$ cat src/rtl/wdg_pkg.sv
package wdg_pkg;
  localparam logic [7:0] KEY_WR = 8'h5A;
  localparam logic [7:0] KEY_RD = 8'h69;
  localparam logic [7:0] RESTART_MASK = 8'h08;

  typedef struct packed {
    logic       hold;
    logic       edge_sel;
    logic       pin_sel;
    logic       ivl_mode;
    logic       restart;
    logic       src_sel;
    logic [1:0] tap;
  } wdg_ctrl_t;

  function automatic logic key_ok(input logic [15:0] word);
    return word[15:8] == KEY_WR;
  endfunction
endpackage

$ cat src/rtl/wdg_regs.sv
module wdg_regs
  import wdg_pkg::*;
(
  input  logic        clk,
  input  logic        rst_n,
  input  logic        sync_rst,
  input  logic        wr_en,
  input  logic [15:0] wr_data,
  output wdg_ctrl_t   ctrl_q,
  output logic        key_bad,
  output logic        restart,
  output logic [15:0] rd_data
);
  logic wr_ok;

  assign key_bad = wr_en && !key_ok(wr_data);
  assign wr_ok   = wr_en && key_ok(wr_data);
  assign restart = wr_ok && wr_data[3];
  assign rd_data = {KEY_RD, ctrl_q};

  always_ff @(posedge clk or negedge rst_n) begin
    if (!rst_n)        ctrl_q <= '0;
    else if (sync_rst) ctrl_q <= '0;
    else if (wr_ok)    ctrl_q <= wdg_ctrl_t'(wr_data[7:0] & ~RESTART_MASK);
  end
endmodule

$ cat src/rtl/wdg_count.sv
module wdg_count #(
  parameter int unsigned CNT_W = 16,
  parameter int unsigned EXP_0 = 15,
  parameter int unsigned EXP_1 = 13,
  parameter int unsigned EXP_2 = 9,
  parameter int unsigned EXP_3 = 6
) (
  input  logic             clk,
  input  logic             rst_n,
  input  logic             sync_rst,
  input  logic             restart,
  input  logic             run,
  input  logic [1:0]       tap,
  output logic [CNT_W-1:0] cnt_q,
  output logic             expire
);
  localparam logic [CNT_W-1:0] ONE = {{(CNT_W-1){1'b0}}, 1'b1};

  function automatic logic [CNT_W-1:0] tap_last(input logic [1:0] code);
    int unsigned e;
    case (code)
      2'd0:    e = EXP_0;
      2'd1:    e = EXP_1;
      2'd2:    e = EXP_2;
      default: e = EXP_3;
    endcase
    return (ONE << e) - ONE;
  endfunction

  assign expire = run && (cnt_q == tap_last(tap));

  always_ff @(posedge clk or negedge rst_n) begin
    if (!rst_n)                    cnt_q <= '0;
    else if (sync_rst || restart)  cnt_q <= '0;
    else if (expire)               cnt_q <= '0;
    else if (run)                  cnt_q <= cnt_q + ONE;
  end
endmodule

$ cat src/rtl/wdg_guard.sv
module wdg_guard
  import wdg_pkg::*;
#(
  parameter int unsigned CNT_W = 16,
  parameter int unsigned EXP_0 = 15,
  parameter int unsigned EXP_1 = 13,
  parameter int unsigned EXP_2 = 9,
  parameter int unsigned EXP_3 = 6
) (
  input  logic        clk,
  input  logic        rst_n,
  input  logic        wr_en,
  input  logic [15:0] wr_data,
  output logic [15:0] rd_data,
  input  logic        tick_fast,
  input  logic        tick_slow,
  input  logic        wd_ie,
  input  logic        glb_ie,
  input  logic        irq_ack,
  input  logic        flag_clr,
  output logic        rst_req,
  output logic        irq_flag,
  output logic        irq_req,
  output logic        pin_func,
  output logic        pin_edge
);
  wdg_ctrl_t        ctrl_q;
  logic             key_bad, restart, fire, run, tick_w;
  logic             exp_evt, ivl_mode_w, hold_w;
  logic [CNT_W-1:0] cnt_w;

  assign ivl_mode_w = ctrl_q.ivl_mode;
  assign hold_w     = ctrl_q.hold;
  assign tick_w     = ctrl_q.src_sel ? tick_slow : tick_fast;
  assign run        = tick_w && !hold_w;
  assign fire       = key_bad || (exp_evt && !ivl_mode_w);

  wdg_regs u_regs (
    .clk(clk), .rst_n(rst_n), .sync_rst(fire),
    .wr_en(wr_en), .wr_data(wr_data),
    .ctrl_q(ctrl_q), .key_bad(key_bad), .restart(restart), .rd_data(rd_data)
  );

  wdg_count #(.CNT_W(CNT_W), .EXP_0(EXP_0), .EXP_1(EXP_1),
              .EXP_2(EXP_2), .EXP_3(EXP_3)) u_count (
    .clk(clk), .rst_n(rst_n), .sync_rst(fire), .restart(restart),
    .run(run), .tap(ctrl_q.tap), .cnt_q(cnt_w), .expire(exp_evt)
  );

  always_ff @(posedge clk or negedge rst_n) begin
    if (!rst_n) rst_req <= 1'b0;
    else        rst_req <= fire;
  end

  always_ff @(posedge clk or negedge rst_n) begin
    if (!rst_n)                      irq_flag <= 1'b0;
    else if (fire)                   irq_flag <= 1'b0;
    else if (exp_evt && ivl_mode_w)  irq_flag <= 1'b1;
    else if (irq_ack || flag_clr)    irq_flag <= 1'b0;
  end

  assign irq_req  = irq_flag && wd_ie && glb_ie;
  assign pin_func = ctrl_q.pin_sel;
  assign pin_edge = ctrl_q.edge_sel;
endmodule

$ cat config.mk
export PLATFORM = sky130hd
export DESIGN_NAME = wdg_guard
export DESIGN_NICKNAME = d
export VERILOG_FILES = /design/src/rtl/wdg_pkg.sv /design/src/rtl/wdg_regs.sv /design/src/rtl/wdg_count.sv /design/src/rtl/wdg_guard.sv
export SDC_FILE = /design/constraint.sdc
export NUM_CORES = 1
export LEC_CHECK = 0
export ABC_CLOCK_PERIOD_IN_PS = 3250
export BUFFER_PORTS_ARGS = -buffer_cell sky130_fd_sc_hd__buf_2
export CAP_MARGIN = 20
export CORE_MARGIN = 1
export CORE_UTILIZATION = 45
export CTS_CLUSTER_DIAMETER = 30
export DETAILED_ROUTE_END_ITERATION = 8
export PLACE_DENSITY_LB_ADDON = 0.12
export SLEW_MARGIN = 15
export SYNTH_ARGS = -nofsm -noshare
export SYNTH_HDL_FRONTEND = slang
export SYNTH_SLANG_ARGS = --single-unit
export TNS_END_PERCENT = 1
$ cat constraint.sdc
create_clock -name clk -period 3.25 [get_ports clk]
set_input_delay 0.65 -clock clk [delete_from_list [all_inputs] [get_ports clk]]
set_output_delay 0.65 -clock clk [all_outputs]
set_load 0.02 [all_outputs]
* Word-level counts from Yosys, hierarchy flattened
Cells that the tools add are included.
** Storage, ports and cells
- Register bits :: 26
- Input port bits :: 25
** Cells by class
- $add $sub $neg :: 2
- Eq/ne operators :: 4
- Shift-type cells :: 1
- Mux-type cells :: 10
- Reduce and logical (&&, ||, !) cells :: 19
** Operators by type and width (count)
- 2-to-1 mux 16 bit :: 3
- adder 16 x 1 -> 16 bit (second input constant) :: 1
- == test 16 bit :: 1
- 2-to-1 mux 8 bit :: 2
- << shifter 1 x 4 -> 16 bit (first input constant) :: 1
- subtractor 16 x 1 -> 16 bit (second input constant) :: 1
- case mux 4 bit (3 select lines) :: 1
- logical AND 1 bit :: 9
- == test 8 x 7 -> 1 bit (second input constant) :: 1
- nonzero test 3 bit :: 2
- 2-to-1 mux 1 bit :: 4
- logical NOT 1 bit :: 3
- logical OR 1 bit :: 3
- == test 2 x 1 -> 1 bit (second input constant) :: 1
- == test 2 bit (second input constant) :: 1
- logical NOT 2 bit :: 1
- nonzero test 2 bit :: 1

* Depth between registers and ports, before layout
- Depth in word-level cells :: 10
- Depth in mapped cells :: 7
- Gate-level depth less buffers :: 5

* Hierarchy
From an unflattened synthesis, not the netlist that was laid out.
** Unflattened totals
- Cell total of the unflattened synthesis :: 204
- Area, all modules :: 1889.3 um^2
** Modules (own cells, without submodules)
- wdg_count :: instances 1, cells each 140, area an instance 1255.0 um^2, seq. area each 400.4 um^2
- wdg_regs :: instances 1, cells each 54, area an instance 533.0 um^2, seq. area each 175.2 um^2
- wdg_guard :: instances 1, cells each 10, area an instance 101.3 um^2, seq. area each 50.0 um^2

* Least setup slack after synthesis
Ideal clock, no wire load.
- Path kind :: reg2reg
- Start :: register, netlist name u_regs.ctrl_q[1]
- End :: register u_count.cnt_q[0]
- Setup time :: 134 ps
- Arrival :: 1877 ps
- Required time :: 3116 ps
- Slack :: 1239 ps
- Cell stages (with the launch flop) :: 7
- Clock period less this slack :: 2011 ps
- Cells stage by stage :: dfrtp_1 > or4b_1 > a2111oi_2 > o2111a_1 > buf_4 > buf_6 > o22ai_1
** On the way
- Word-level cells in the longest chain between the ends :: 10
- Elaborated cells on any way between the ends :: 14
- Classes of those cells :: add/sub: 1; eq/ne: 3; shift: 1; mux: 3; reduce/logical: 6
** RTL lines
- == test 2 bit (tied with other cells) :: line wdg_count.sv:21 : case (code)
- case mux 4 bit (3 select lines) (*) :: line wdg_count.sv:21
- << shifter 1 x 4 -> 16 bit (*) :: line wdg_count.sv:27 : return (ONE << e) - ONE;
- subtractor 16 x 1 -> 16 bit (*) :: line wdg_count.sv:27
- == test 16 bit (*) :: line wdg_count.sv:30 : assign expire = run && (cnt_q == tap_last(tap));
- logical AND 1 bit (*) :: line wdg_count.sv:30
- logical AND 1 bit :: line wdg_guard.sv:36 : assign fire = key_bad || (exp_evt && !ivl_mode_w);
- logical OR 1 bit :: line wdg_guard.sv:36
- logical OR 1 bit :: line wdg_count.sv:34 : else if (sync_rst || restart) cnt_q <= '0;
- nonzero test 3 bit (no line) or 2-to-1 mux 16 bit (tied branches)
- end signal, assigned :: line wdg_count.sv:36 : else if (run) cnt_q <= cnt_q + ONE;
- end, declared :: line wdg_count.sv:14 : output logic [CNT_W-1:0] cnt_q,
Mark *: on every way between the ends. The rest lies on a longest branch, timed or not.
A chain may end at the register's enable or synchronous reset.

* Worst setup path after layout
- Start :: register u_count.cnt_q[10]
- End :: register irq_flag
** On the way
- Word-level cells in the longest chain between the ends :: 5
- Elaborated cells on any way between the ends :: 8
- Classes of those cells :: eq/ne: 1; mux: 2; reduce/logical: 5
** RTL lines
- == test 16 bit (*) :: line wdg_count.sv:30
- logical AND 1 bit (*) :: line wdg_count.sv:30
- logical AND 1 bit (on tied branches) :: line wdg_guard.sv:58, wdg_guard.sv:36
- 2-to-1 mux 1 bit or logical OR 1 bit (tied branches) :: line wdg_guard.sv:58, wdg_guard.sv:36
- 2-to-1 mux 1 bit or nonzero test 3 bit (tied branches)
- end signal, assigned :: line wdg_guard.sv:57 : else if (fire) irq_flag <= 1'b0;
- end signal, assigned :: line wdg_guard.sv:58 : else if (exp_evt && ivl_mode_w) irq_flag <= 1'b1;
- end signal, assigned :: line wdg_guard.sv:59 : else if (irq_ack || flag_clr) irq_flag <= 1'b0;
- end, declared :: line wdg_guard.sv:22 : output logic irq_flag,
Marks and branches as above.

==> impl_metrics.tcl <==
set metrics [dict create \
    io_pins 46 \
    fp-row-count 21 \
    fillers 327 \
    slew_headroom 0.5115 \
    start_util 0.4773 \
    detail-route-antenna-nets 0 \
    syn_area_mm2 0.001618 \
    overflow 0 \
    p_leak_uw 0.0007816 \
    cts_root_buf "clkbuf_4" \
    drtIter0Drc 41 \
    die_h_um 61.96 \
    crit_path_max_fanout 25 \
    fin_crit_ps 2228 \
    endpoint_kind "flip-flop" \
    area_delta_synth_final_pct 10.75 \
    ys_top_cells_by_area "dfrtp_1 (39%), buf_4 (5.6%), nor3_1 (3.4%)" \
    cts.sinks 25 \
    clockBufferDepth 2 \
    yosysSeqAreaShare 0.3867 \
    grt_setup_unrepaired "false" \
    worst-setup-path-type "flip-flop to flip-flop" \
    drc 0 \
    finalHoldViolCount 0 \
    numCtsBuffers 3 \
    cts_tree "built" \
    arrival_ps 2480 \
    vias 1377 \
    fp.dieW_um 61.96 \
    async_reset_ff_frac 1.000 \
    avgSynthCellArea_um2 9.351 \
    synth_top_flop_cell "dfrtp_1" \
    die_area_mm2 0.003839 \
    core_mm2 0.003390 \
    first_pass_iters 4 \
    synth_edf_count 0 \
    antenna_found_initial 0 \
    grt_pass1_vias 1244 \
    crit_required_ps 3500 \
    yosysTopAreaCell "dfrtp_1" \
    multiInputGateArea_um2 863.3 \
    clkLatencyLatePin_ps 320 \
    synth_top_area_share 0.3867 \
    worst_slew_pin_slew_ps 732.8 \
    final_common_cell "buf_2" \
    maxSlewViolCount 0 \
    skew_ps 4.022 \
    cap_viol_max_count 0 \
    final_layout_size_suffix_gt1_frac 0.2562 \
    viasPerCell 5.530 \
    regArea_um2 625.6 \
    grt_first_pass_wirelength_um 5644 \
    finalSetupViolations 0 \
    post_cts_resized 0 \
    hold_class "input pin to asynchronous set/reset pin" \
    clk_pin_slew_ps 140 \
    drt_wl_total_um 3452 \
    n_antenna_cell 0 \
    grt_max_degree 26 \
    grtUsageTotal 0.1993 \
    io_buffer_count 36 \
    power.density_mw_per_mm2 290.7 \
    yosysUniqueCellTypes 44 \
    cp-start-kind "flip-flop" \
    fmax_mhz 448.9 \
    netlist_instances 173 \
    power_uw 520.8 \
    vdd_drop_max_mv 0.1810 \
    post_cts_buffers 0 \
    routedWlPerCell_um 13.86 \
    nets 231 \
    cts.hold.buffers_added 0 \
    htree_levels 1 \
    layout_common_cells "buf_2 (36), dfrtp_1 (25), nor3_1 (11), conb_1 (9)" \
    ys_ff_latch 25 \
    place_hpwl_um 2563 \
    fin_crit_sh 0.6855 \
    synth-warning-count 0 \
    finalWeightedCongestion 0.7916 \
    status "completed" \
    setup_tns_ps 0 \
]
-- cells by family (layout without fill, tap and decap cells) --
logic type	Yosys count	in the layout	synth area share
other	2	9	0.004642
flip-flops	25	25	0.3867
buffers and inverters	25	48	0.09590
XOR/XNOR	8	8	0.04331
AND/OR/NAND/NOR	70	70	0.2684
multiplexers	4	4	0.02552
adder cells (fa/ha/maj)	2	2	0.01547
AO/OA/AOI/OAI	37	37	0.1601
-- path summary, 6_finish.rpt --
check | from | to | slack, ps | cells past startpoint
hold / removal | rst_n | u_regs.ctrl_q[4] | 290 | 1
hold reg to reg | irq_flag | irq_flag | 580 | 2
min in group clk | irq_flag | irq_flag | 580 | 2
setup reg to reg | u_count.cnt_q[10] | irq_flag | 1020 | 5
max in group asynchronous | rst_n | u_count.cnt_q[5] | 2600 | 1
setup / recovery | u_count.cnt_q[10] | irq_flag | 1020 | 5
-- sequential cells by signal (all words and copies together) (netlist names) --
name and count:
irq_flag 1, rst_req 1, u_regs.ctrl_q 7, u_count.cnt_q 16
-- layer usage --
metal,vias to the layer above,share of wire,track usage
li1,687,-,-
met5,-,0,0
met3,4,0.040,0.02070
met4,0,0.0093,0.07302
met1,643,0.47,0.2733
met2,43,0.49,0.3252
-- report_power, final --
group	internal, uW	switching [uW]	leakage [uW]
registers	315	5.14	0.000344
logic	20.5	39.5	0.000420
clock network	46.0	94.6	0.0000177
-- stage by stage --
stage | worst slack [ps] | hold slack [ps] | cells | utilization | area, um2
finish | 1022 | 292.3 | 249 | 0.5286 | 1792
global route | 902.0 | 325.2 | 249 | 0.5286 | 1792
CTS | 999.1 | 306.6 | 249 | 0.5286 | 1792
detailed placement | 986.0 | 576.1 | 245 | 0.5205 | 1764
global placement | 1056 | 533.2 | 245 | 0.5205 | 1764
floorplan | 1239 | 354.4 | 180 | - | 1644
-- synthesized netlist by cell type, types with 3 or more instances --
cell / n
buf_4: 12
nor2b_1: 5
nand2_1: 7
xnor2_1: 6
nand2b_1: 4
o31ai_1: 5
a31oi_1: 6
clkbuf_1: 4
nor4_1: 7
inv_1: 6
nor2_1: 6
nand4_1: 3
o21ai_0: 5
or4_1: 4
mux2i_1: 3
nor3_1: 11
a21oi_1: 7
nand3_1: 7
a211oi_1: 4
o22ai_1: 3
dfrtp_1: 25
-- worst max-delay path: stages, from the launching register on --
cell and delay (ps):
dfrtp_1 460, or4b_1 560, a2111oi_2 400, o2111a_1 240, buf_4 280, mux2i_1 220
-- layout make-up --
cell class / count / share of cell area
Clock buffer: 3 / 0.01257
Clock inverter: 1 / 0.002793
Inverter: 6 / 0.01257
Multi-Input combinational cell: 130 / 0.4818
Sequential cell: 25 / 0.3492
Tap cell: 46 / 0.03212
Timing Repair Buffer: 38 / 0.1089
Note: power is estimated with default switching activity, not from simulation.
